$ cat src/rtl/hsw_pkg.sv
package hsw_pkg;
  typedef enum logic [1:0] {
    ST_OFF   = 2'd0,
    ST_WAIT  = 2'd1,
    ST_ON    = 2'd2,
    ST_FAULT = 2'd3
  } link_st_t;
endpackage

$ cat src/rtl/hsw_sync.sv
module hsw_sync #(
  parameter int W = 1,
  parameter logic RST_VAL = 1'b1
) (
  input  logic         clk,
  input  logic         rst,
  input  logic [W-1:0] d_i,
  output logic [W-1:0] q_o
);
  logic [W-1:0] s1_q, s2_q;

  always_ff @(posedge clk) begin
    if (rst) begin
      s1_q <= {W{RST_VAL}};
      s2_q <= {W{RST_VAL}};
    end else begin
      s1_q <= d_i;
      s2_q <= s1_q;
    end
  end

  assign q_o = s2_q;
endmodule

$ cat src/rtl/hsw_side_mon.sv
module hsw_side_mon #(
  parameter int IDLE_CYC = 23750
) (
  input  logic clk,
  input  logic rst,
  input  logic sda_s,
  input  logic scl_s,
  output logic stop_o,
  output logic idle_o
);
  localparam int CW = $clog2(IDLE_CYC + 1);
  localparam logic [CW-1:0] IDLE_MAX = CW'(IDLE_CYC);

  logic [CW-1:0] cnt_q;
  logic          sda_prev_q;

  always_ff @(posedge clk) begin
    if (rst) begin
      cnt_q      <= '0;
      sda_prev_q <= 1'b1;
    end else begin
      sda_prev_q <= sda_s;
      if (!(sda_s && scl_s))
        cnt_q <= '0;
      else if (cnt_q != IDLE_MAX)
        cnt_q <= cnt_q + 1'b1;
    end
  end

  assign stop_o = sda_s && !sda_prev_q && scl_s;
  assign idle_o = (cnt_q == IDLE_MAX);
endmodule

$ cat src/rtl/hsw_link_fsm.sv
module hsw_link_fsm
  import hsw_pkg::*;
(
  input  logic clk,
  input  logic rst,
  input  logic en_s,
  input  logic [1:0] stop_i,
  input  logic [1:0] idle_i,
  input  logic fault_drop_i,
  input  logic fault_busy_i,
  output logic link_o,
  output logic ready_o,
  output logic accel_en_o,
  output logic restart_o
);
  link_st_t st_q, st_d;
  logic en_prev_q, flt_seen_q, force_d, join_ok, en_rise;

  assign en_rise = en_s && !en_prev_q;
  assign join_ok = (idle_i[0] && idle_i[1]) ||
                   (stop_i[0] && idle_i[1]) ||
                   (stop_i[1] && idle_i[0]);

  always_comb begin
    st_d    = st_q;
    force_d = 1'b0;
    if (!en_s) begin
      st_d = ST_OFF;
    end else if (fault_drop_i) begin
      st_d = ST_FAULT;
    end else begin
      case (st_q)
        ST_OFF: begin
          if (en_rise && flt_seen_q) begin
            st_d    = ST_ON;
            force_d = 1'b1;
          end else if (join_ok) begin
            st_d = ST_ON;
          end else begin
            st_d = ST_WAIT;
          end
        end
        ST_WAIT:  if (join_ok) st_d = ST_ON;
        ST_FAULT: if (join_ok) st_d = ST_ON;
        default:  st_d = st_q;
      endcase
    end
  end

  always_ff @(posedge clk) begin
    if (rst) begin
      st_q       <= ST_OFF;
      en_prev_q  <= 1'b0;
      flt_seen_q <= 1'b0;
      link_o     <= 1'b0;
      ready_o    <= 1'b0;
      accel_en_o <= 1'b0;
      restart_o  <= 1'b0;
    end else begin
      st_q       <= st_d;
      en_prev_q  <= en_s;
      if (st_d == ST_FAULT)   flt_seen_q <= 1'b1;
      else if (st_d == ST_ON) flt_seen_q <= 1'b0;
      link_o     <= (st_d == ST_ON);
      ready_o    <= (st_d == ST_ON);
      accel_en_o <= (st_d == ST_ON) && !fault_busy_i;
      restart_o  <= force_d;
    end
  end
endmodule

$ cat src/rtl/hsw_link_ctrl.sv
module hsw_link_ctrl #(
  parameter int IDLE_CYC = 23750
) (
  input  logic clk,
  input  logic rst,
  input  logic en_i,
  input  logic sda_in_i,
  input  logic scl_in_i,
  input  logic sda_out_i,
  input  logic scl_out_i,
  input  logic fault_drop_i,
  input  logic fault_busy_i,
  output logic link_o,
  output logic ready_o,
  output logic accel_en_o,
  output logic timer_restart_o
);
  localparam int NSIDE = 2;

  logic [NSIDE-1:0] sda_raw, scl_raw, sda_s, scl_s, stop_v, idle_v;
  logic en_s;

  assign sda_raw = {sda_out_i, sda_in_i};
  assign scl_raw = {scl_out_i, scl_in_i};

  hsw_sync #(.W(2*NSIDE), .RST_VAL(1'b1)) u_bus_sync (
    .clk(clk), .rst(rst),
    .d_i({scl_raw, sda_raw}),
    .q_o({scl_s, sda_s})
  );

  hsw_sync #(.W(1), .RST_VAL(1'b0)) u_en_sync (
    .clk(clk), .rst(rst), .d_i(en_i), .q_o(en_s)
  );

  for (genvar g = 0; g < NSIDE; g++) begin : g_side
    hsw_side_mon #(.IDLE_CYC(IDLE_CYC)) u_mon (
      .clk(clk), .rst(rst),
      .sda_s(sda_s[g]), .scl_s(scl_s[g]),
      .stop_o(stop_v[g]), .idle_o(idle_v[g])
    );
  end

  hsw_link_fsm u_fsm (
    .clk(clk), .rst(rst), .en_s(en_s),
    .stop_i(stop_v), .idle_i(idle_v),
    .fault_drop_i(fault_drop_i), .fault_busy_i(fault_busy_i),
    .link_o(link_o), .ready_o(ready_o),
    .accel_en_o(accel_en_o), .restart_o(timer_restart_o)
  );
endmodule

$ cat config.mk
export PLATFORM = sky130hd
export DESIGN_NAME = hsw_link_ctrl
export DESIGN_NICKNAME = d
export VERILOG_FILES = /design/src/rtl/hsw_pkg.sv /design/src/rtl/hsw_sync.sv /design/src/rtl/hsw_side_mon.sv /design/src/rtl/hsw_link_fsm.sv /design/src/rtl/hsw_link_ctrl.sv
export SDC_FILE = /design/constraint.sdc
export NUM_CORES = 1
export LEC_CHECK = 0
export BUFFER_PORTS_ARGS = -buffer_cell sky130_fd_sc_hd__buf_4
export CAP_MARGIN = 20
export CORE_MARGIN = 3
export CORE_UTILIZATION = 55
export CTS_CLUSTER_DIAMETER = 150
export DETAILED_ROUTE_END_ITERATION = 16
export GPL_ROUTABILITY_DRIVEN = 1
export PLACE_DENSITY = 0.83
export SYNTH_ARGS = -nofsm -noshare
export SYNTH_HDL_FRONTEND = slang
export SYNTH_SLANG_ARGS = --single-unit
$ cat constraint.sdc
create_clock -name clk -period 5.5 [get_ports clk]
set_clock_uncertainty 0.15 [all_clocks]
set_input_delay 0.275 -clock clk [delete_from_list [all_inputs] [get_ports clk]]
set_output_delay 0.275 -clock clk [all_outputs]
set_load 0.01 [all_outputs]
-- Word level (Yosys, flattened, before mapping)
Index checks and enable logic that the tools add are counted.
- bits in registers: 49
- input port bits: 9
- output and inout port bits: 4
- equal/unequal tests: 8
- add/sub/neg operators: 2
- bitwise gates (word level): 4
- multiplexer cells: 9
- reductions and logical operators: 24
- operators by type and width (cell ; number):
    $add A15 B1 Y15 const B ; 2
    $eq A15 B15 Y1 const B ; 2
    $ne A15 B15 Y1 const B ; 2
    $logic_and A1 B1 Y1 ; 12
    $mux W2 ; 5
    $eq A2 B2 Y1 const B ; 3
    $reduce_or A2 Y1 ; 3
    $logic_not A1 Y1 ; 4
    $not A1 Y1 ; 4
    $pmux W2 S2 ; 1
    $reduce_or A4 Y1 ; 1
    $mux W1 ; 3
    $eq A2 B1 Y1 const B ; 1
    $logic_not A2 Y1 ; 1
    $logic_or A1 B1 Y1 ; 2
    $reduce_bool A2 Y1 ; 1

-- Logic depth before layout (Yosys ltp)
- depth in word-level cells: 14
- mapped depth: 8

-- Hierarchy
Synthesis repeated with hierarchy kept, for this count alone.
- cells, all modules: 236
- area, all modules: 2185.8 µm²
- modules (own cells, without submodules) (module ; seq. area each (µm²) ; area each (µm²) ; cells each ; times used):
    hsw_side_mon ; 320.3 ; 818.3 ; 93 ; 2
    hsw_link_fsm ; 140.1 ; 286.5 ; 30 ; 1
    hsw_sync at u_bus_sync ; 160.2 ; 210.2 ; 16 ; 1
    hsw_sync at u_en_sync ; 40.0 ; 52.6 ; 4 ; 1

-- Least setup slack after synthesis
OpenSTA, ideal clock, no wires.
- kind: register -> register
- start: register g_side[1].u_mon.cnt_q[0]
- end: register u_fsm.st_q[0]
- library setup time: 115 ps
- arrival time: 2260 ps
- buffers on the path: 0
- clock period less this slack: 2525 ps
- cell stages (with the launch flop): 8
- slack: 2975 ps
- cell sequence: dfxtp_1 inv_1 ha_1 or4bb_1 or4_4 o211a_1 or3_4 and2_1
- longest elaborated chain between the ends: 9
- elaborated cells between the ends (all ways): 11
- ends and longest elaborated chain (element ; RTL line ; source):
    start, declared ; hsw_side_mon.sv:14 ; logic [CW-1:0] cnt_q;
    start signal, assigned ; hsw_side_mon.sv:26 ; cnt_q <= cnt_q + 1'b1;
    $eq A15 B15 Y1 * ; hsw_side_mon.sv:31 ; assign idle_o = (cnt_q == IDLE_MAX);
    $logic_and A1 B1 Y1 (on tied branches) ; hsw_link_fsm.sv:20, hsw_link_fsm.sv:21 ;
    $logic_or A1 B1 Y1 * ; hsw_link_fsm.sv:20 ; assign join_ok = (idle_i[0] && idle_i[1]) ||
    $logic_or A1 B1 Y1 * ; hsw_link_fsm.sv:21 ; (stop_i[0] && idle_i[1]) ||
    $mux W2 ; hsw_link_fsm.sv:37 ; end else if (join_ok) begin
    $mux W2 ; hsw_link_fsm.sv:34 ; if (en_rise && flt_seen_q) begin
    $pmux W2 S2 * ; hsw_link_fsm.sv:32 ; case (st_q)
    $mux W2 * ; hsw_link_fsm.sv:29 ; end else if (fault_drop_i) begin
    $mux W2 * ; hsw_link_fsm.sv:27 ; if (!en_s) begin
    end signal, assigned ; hsw_link_fsm.sv:60 ; st_q <= st_d;
    end, declared ; hsw_link_fsm.sv:16 ; link_st_t st_q, st_d;
Every way passes the cells marked *; elsewhere a longest branch is shown, timed or not.
A chain may end at the register's enable or synchronous reset.

-- Worst setup path in the final report
- start: register g_side[1].u_mon.cnt_q[1]
- end: register u_fsm.st_q[0]
The elaborated chain is that of the path after synthesis.

==> run_results.csv <==
group,metric,value,unit
timing,fmax,370.0,MHz
final_layout,num_antenna_cells,0,
placed_design,finalWeightedCongestion,0.8325,
grt,grt_util_all_layers,17.89,%
synthesis,synth_enable_flop_cells,0,
placed_design,hpwl,2198,um
floorplan,die_x,66.41,um
floorplan,die_area,4410,um^2
worst_setup_path,end_kind,"flip-flop",
synthesis,synth_cells,212,
route,number_of_vias_after_detailed_routing,1439,
floorplan,initial_utilization,58.75,%
grt,grt_first_pass_wirelength,6065,um
worst_setup_path,worstPathRequired,5.64,ns
floorplan,design.core.area,3416,um^2
power,cell_pwr_density,248.9,nW/um^2
timing,setup_failing_eps_final,0,
clock_tree,cts.clk_slew.worst_paths,0.14,ns
grt,first_global_vias,1462,
final_layout,post_route_cells_drive_above_1_share,14.66,%
final_layout,final_design_area_excluding_fillers,2257,um^2
synthesis,syn_avg_cell_area,9.467,um^2
grt,groute.layer.met2.usage,29.86,%
route,detail_route.vias_per_cell,5.176,
timing,setup-tns-final,0,ns
timing,timing_max_transition_violations_final,0,
worst_setup_path,criticalPathCategory,"flip-flop to flip-flop",
timing,report.final.hold_viol_count,0,
final_layout,utilization,66.08,%
worst_setup_path,setup.reg_to_reg.worst_slack,2.80,ns
timing,max_slew.worst_pin.slew,0.5892,ns
route,detail_route.first_pass.iterations,4,
route,total_drc_errors_in_the_routed_layout,0,
power,p_int,429.3,uW
worst_setup_path,cp_max_fo,13,
route,totalWireLength,3287,um
clock_tree,number_of_clock_sinks,49,
final_layout,net_total_in_the_final_layout,244,
final_layout,syn_to_final_growth,12.47,%
grt,antenna_found_initial,0,
grt,total_grt_overflow,0,
synthesis,post-synth-top-area-cell,"sky130_fd_sc_hd__dfxtp_1",
placed_design,place.port_buffers,12,
status,status,"complete, no violations",
clock_tree,cts_root_buf,"sky130_fd_sc_hd__clkbuf_4",
synthesis,post_synth_num_cell_types,36,
clock_tree,htree_num_levels,2,
clock_tree,hold_buf_count_cts,8,
grt,grt_util_met3,4.422,%
power,p_comb_share,5.6,%
power,leakage,0.8705,nW
min_path,class_of_the_tightest_hold_or_removal_check,"input pin to flip-flop",
final_layout,leading_cell_type_in_the_layout_fill_and_taps_excluded,"sky130_fd_sc_hd__dfxtp_1",
timing,final_period_minus_worst_setup_slack,2.703,ns
floorplan,design.portCount,13,
synthesis,post-synth-top-area-fraction,48.88,%
power,clock_power_share,29.0,%
placed_design,post_dp_cell_area,2121,um^2
synthesis,synth_area,2007,um^2
clock_tree,cts-buffers-inserted,5,
synthesis,dominantRegCellSynth,"sky130_fd_sc_hd__dfxtp_1",
grt,pin_count_of_the_biggest_net_entering_global_routing,18,
worst_setup_path,worstPathArrival,2.84,ns
grt,grt_use_met1,20.63,%
synthesis,synth_seq_area_share,48.88,%
synthesis,synth-seq-cells,49,
clock_tree,max-clock-path-buffers,2,
route,detail-route-antenna-nets,0,
timing,timing.final.crit_share,49.14,%
route,drt_first_iter_violations,78,
floorplan,placement_rows,21,
synthesis,syn_nets,225,
power,total_switching_power,132.5,uW
clock_tree,clock_insertion_delay_worst_skew,0.37,ns
synthesis,yosys_warnings,0,
power,pwr-share-seq,65.5,%
route,route.detailed.wl_per_inst,11.82,um
floorplan,chipHeight,66.41,um
worst_setup_path,setup.worst_path.start_class,"flip-flop",
synthesis,asyncSetResetFlopFracSynth,0,%
final_layout,layout.cells.most_common_list,"sky130_fd_sc_hd__dfxtp_1, sky130_fd_sc_hd__nor2_1, sky130_fd_sc_hd__xor2_1",
flow_run,drv.max_cap_violation_count,0,
timing,max_slew_headroom,60.42,%
grt,grt_busiest_layer,"met2",
synthesis,post_synth_main_area_contributors,"sky130_fd_sc_hd__dfxtp_1, sky130_fd_sc_hd__xor2_1, sky130_fd_sc_hd__nor2_1",
clock_tree,postCtsResizedCells,0,
power,vdd.ir_drop.worst,0.0002167,V
clock_tree,cts_tree,"built",
power,power.share.switching,23.59,%
clock_tree,post_cts_repair_timing_setup_buffer_count,0,
timing,grt_setup_unrepaired,"false",
## critical path, cell delays in order, from the launching register on
cell and delay [ns]:
sky130_fd_sc_hd__dfxtp_1 0.40, sky130_fd_sc_hd__ha_1 0.16, sky130_fd_sc_hd__or4bb_1 0.48, sky130_fd_sc_hd__or4_4 0.63
sky130_fd_sc_hd__o211a_1 0.26, sky130_fd_sc_hd__or3_4 0.38, sky130_fd_sc_hd__and2_1 0.16
## routing by layer
layer	up-vias	routed length, um	share of wire [%]
met4	0	112	3.4
met5	-	0	0
met1	651	1574	48
met2	19	1505	46
li1	757	-	-
met3	12	94	2.9
## path summary, 6_finish.rpt
path / startpoint / endpoint / depth (start not counted)
hold reg to reg: u_bus_sync.s1_q[3] / u_bus_sync.q_o[3] / 1
hold / removal: rst / u_en_sync.q_o / 2
setup / recovery: g_side[1].u_mon.cnt_q[1] / u_fsm.st_q[0] / 6
setup reg to reg: g_side[1].u_mon.cnt_q[1] / u_fsm.st_q[0] / 6
## per-stage QoR
step | power, mW | setup slack, ns | instances | hold slack (ns)
finish | 0.5618 | 2.797 | 278 | 0.001298
global route | 0.5895 | 2.724 | 278 | 0.004505
CTS | 0.5678 | 2.795 | 278 | 0.001116
detailed placement | 0.4023 | 2.804 | 262 | 0.2442
global placement | 0.4012 | 2.838 | 262 | 0.2410
floorplan | 0.3927 | 2.975 | 212 | 0.1943
## cell type report
| class | instances | area, um^2 |
|---|---|---|
| Clock inverter | 2 | 15.01 |
| Inverter | 6 | 22.52 |
| Fill cell | 278 | 1159 |
| Timing Repair Buffer | 20 | 170.2 |
| Clock buffer | 6 | 41.29 |
| Multi-Input combinational cell | 149 | 969.7 |
| Sequential cell | 49 | 980.9 |
| Tap cell | 46 | 57.56 |
## logic make-up after synthesis
| logic type | after synthesis | synth area share [%] |
|---|---|---|
| and+or+nand+nor | 109 | 30.55 |
| adders and majority gates | 4 | 2.494 |
| buffers and inverters | 14 | 2.806 |
| DFF | 49 | 48.88 |
| xor gates and xnor gates | 27 | 11.78 |
| AOI/OAI and AO/OA | 9 | 3.492 |
## flip-flops by register name (all words and copies together), names as in the netlist
register and cells:
u_fsm.restart_o 1, u_en_sync.q_o 1, u_fsm.accel_en_o 1, u_fsm.en_prev_q 1
g_side.u_mon.cnt_q 30, u_fsm.flt_seen_q 1, u_bus_sync.q_o 4, g_side.u_mon.sda_prev_q 2
u_bus_sync.s1_q 4, u_fsm.st_q 2, u_fsm.link_o 1, u_en_sync.s1_q 1
## synthesized netlist by cell type, types with 4 or more instances
| cell type | count |
|---|---|
| sky130_fd_sc_hd__nand4_1 | 10 |
| sky130_fd_sc_hd__nand3_1 | 9 |
| sky130_fd_sc_hd__nand2_1 | 7 |
| sky130_fd_sc_hd__nor2_1 | 33 |
| sky130_fd_sc_hd__or2_2 | 12 |
| sky130_fd_sc_hd__inv_1 | 6 |
| sky130_fd_sc_hd__nor3_1 | 4 |
| sky130_fd_sc_hd__xor2_1 | 15 |
| sky130_fd_sc_hd__ha_1 | 4 |
| sky130_fd_sc_hd__dfxtp_1 | 49 |
| sky130_fd_sc_hd__xnor2_1 | 12 |
| sky130_fd_sc_hd__clkbuf_1 | 7 |
| sky130_fd_sc_hd__and3_1 | 11 |
## power by group through the flow
stage               Clock [mW]  Sequential (mW)  Combinational, mW
floorplan                    0            0.374             0.0184
global placement             0            0.375             0.0261
detailed placement           0            0.376             0.0266
CTS                      0.169            0.368             0.0313
global route             0.185            0.369             0.0354
finish                   0.163            0.368             0.0314
No activity file was read; power rests on OpenSTA's default activity.
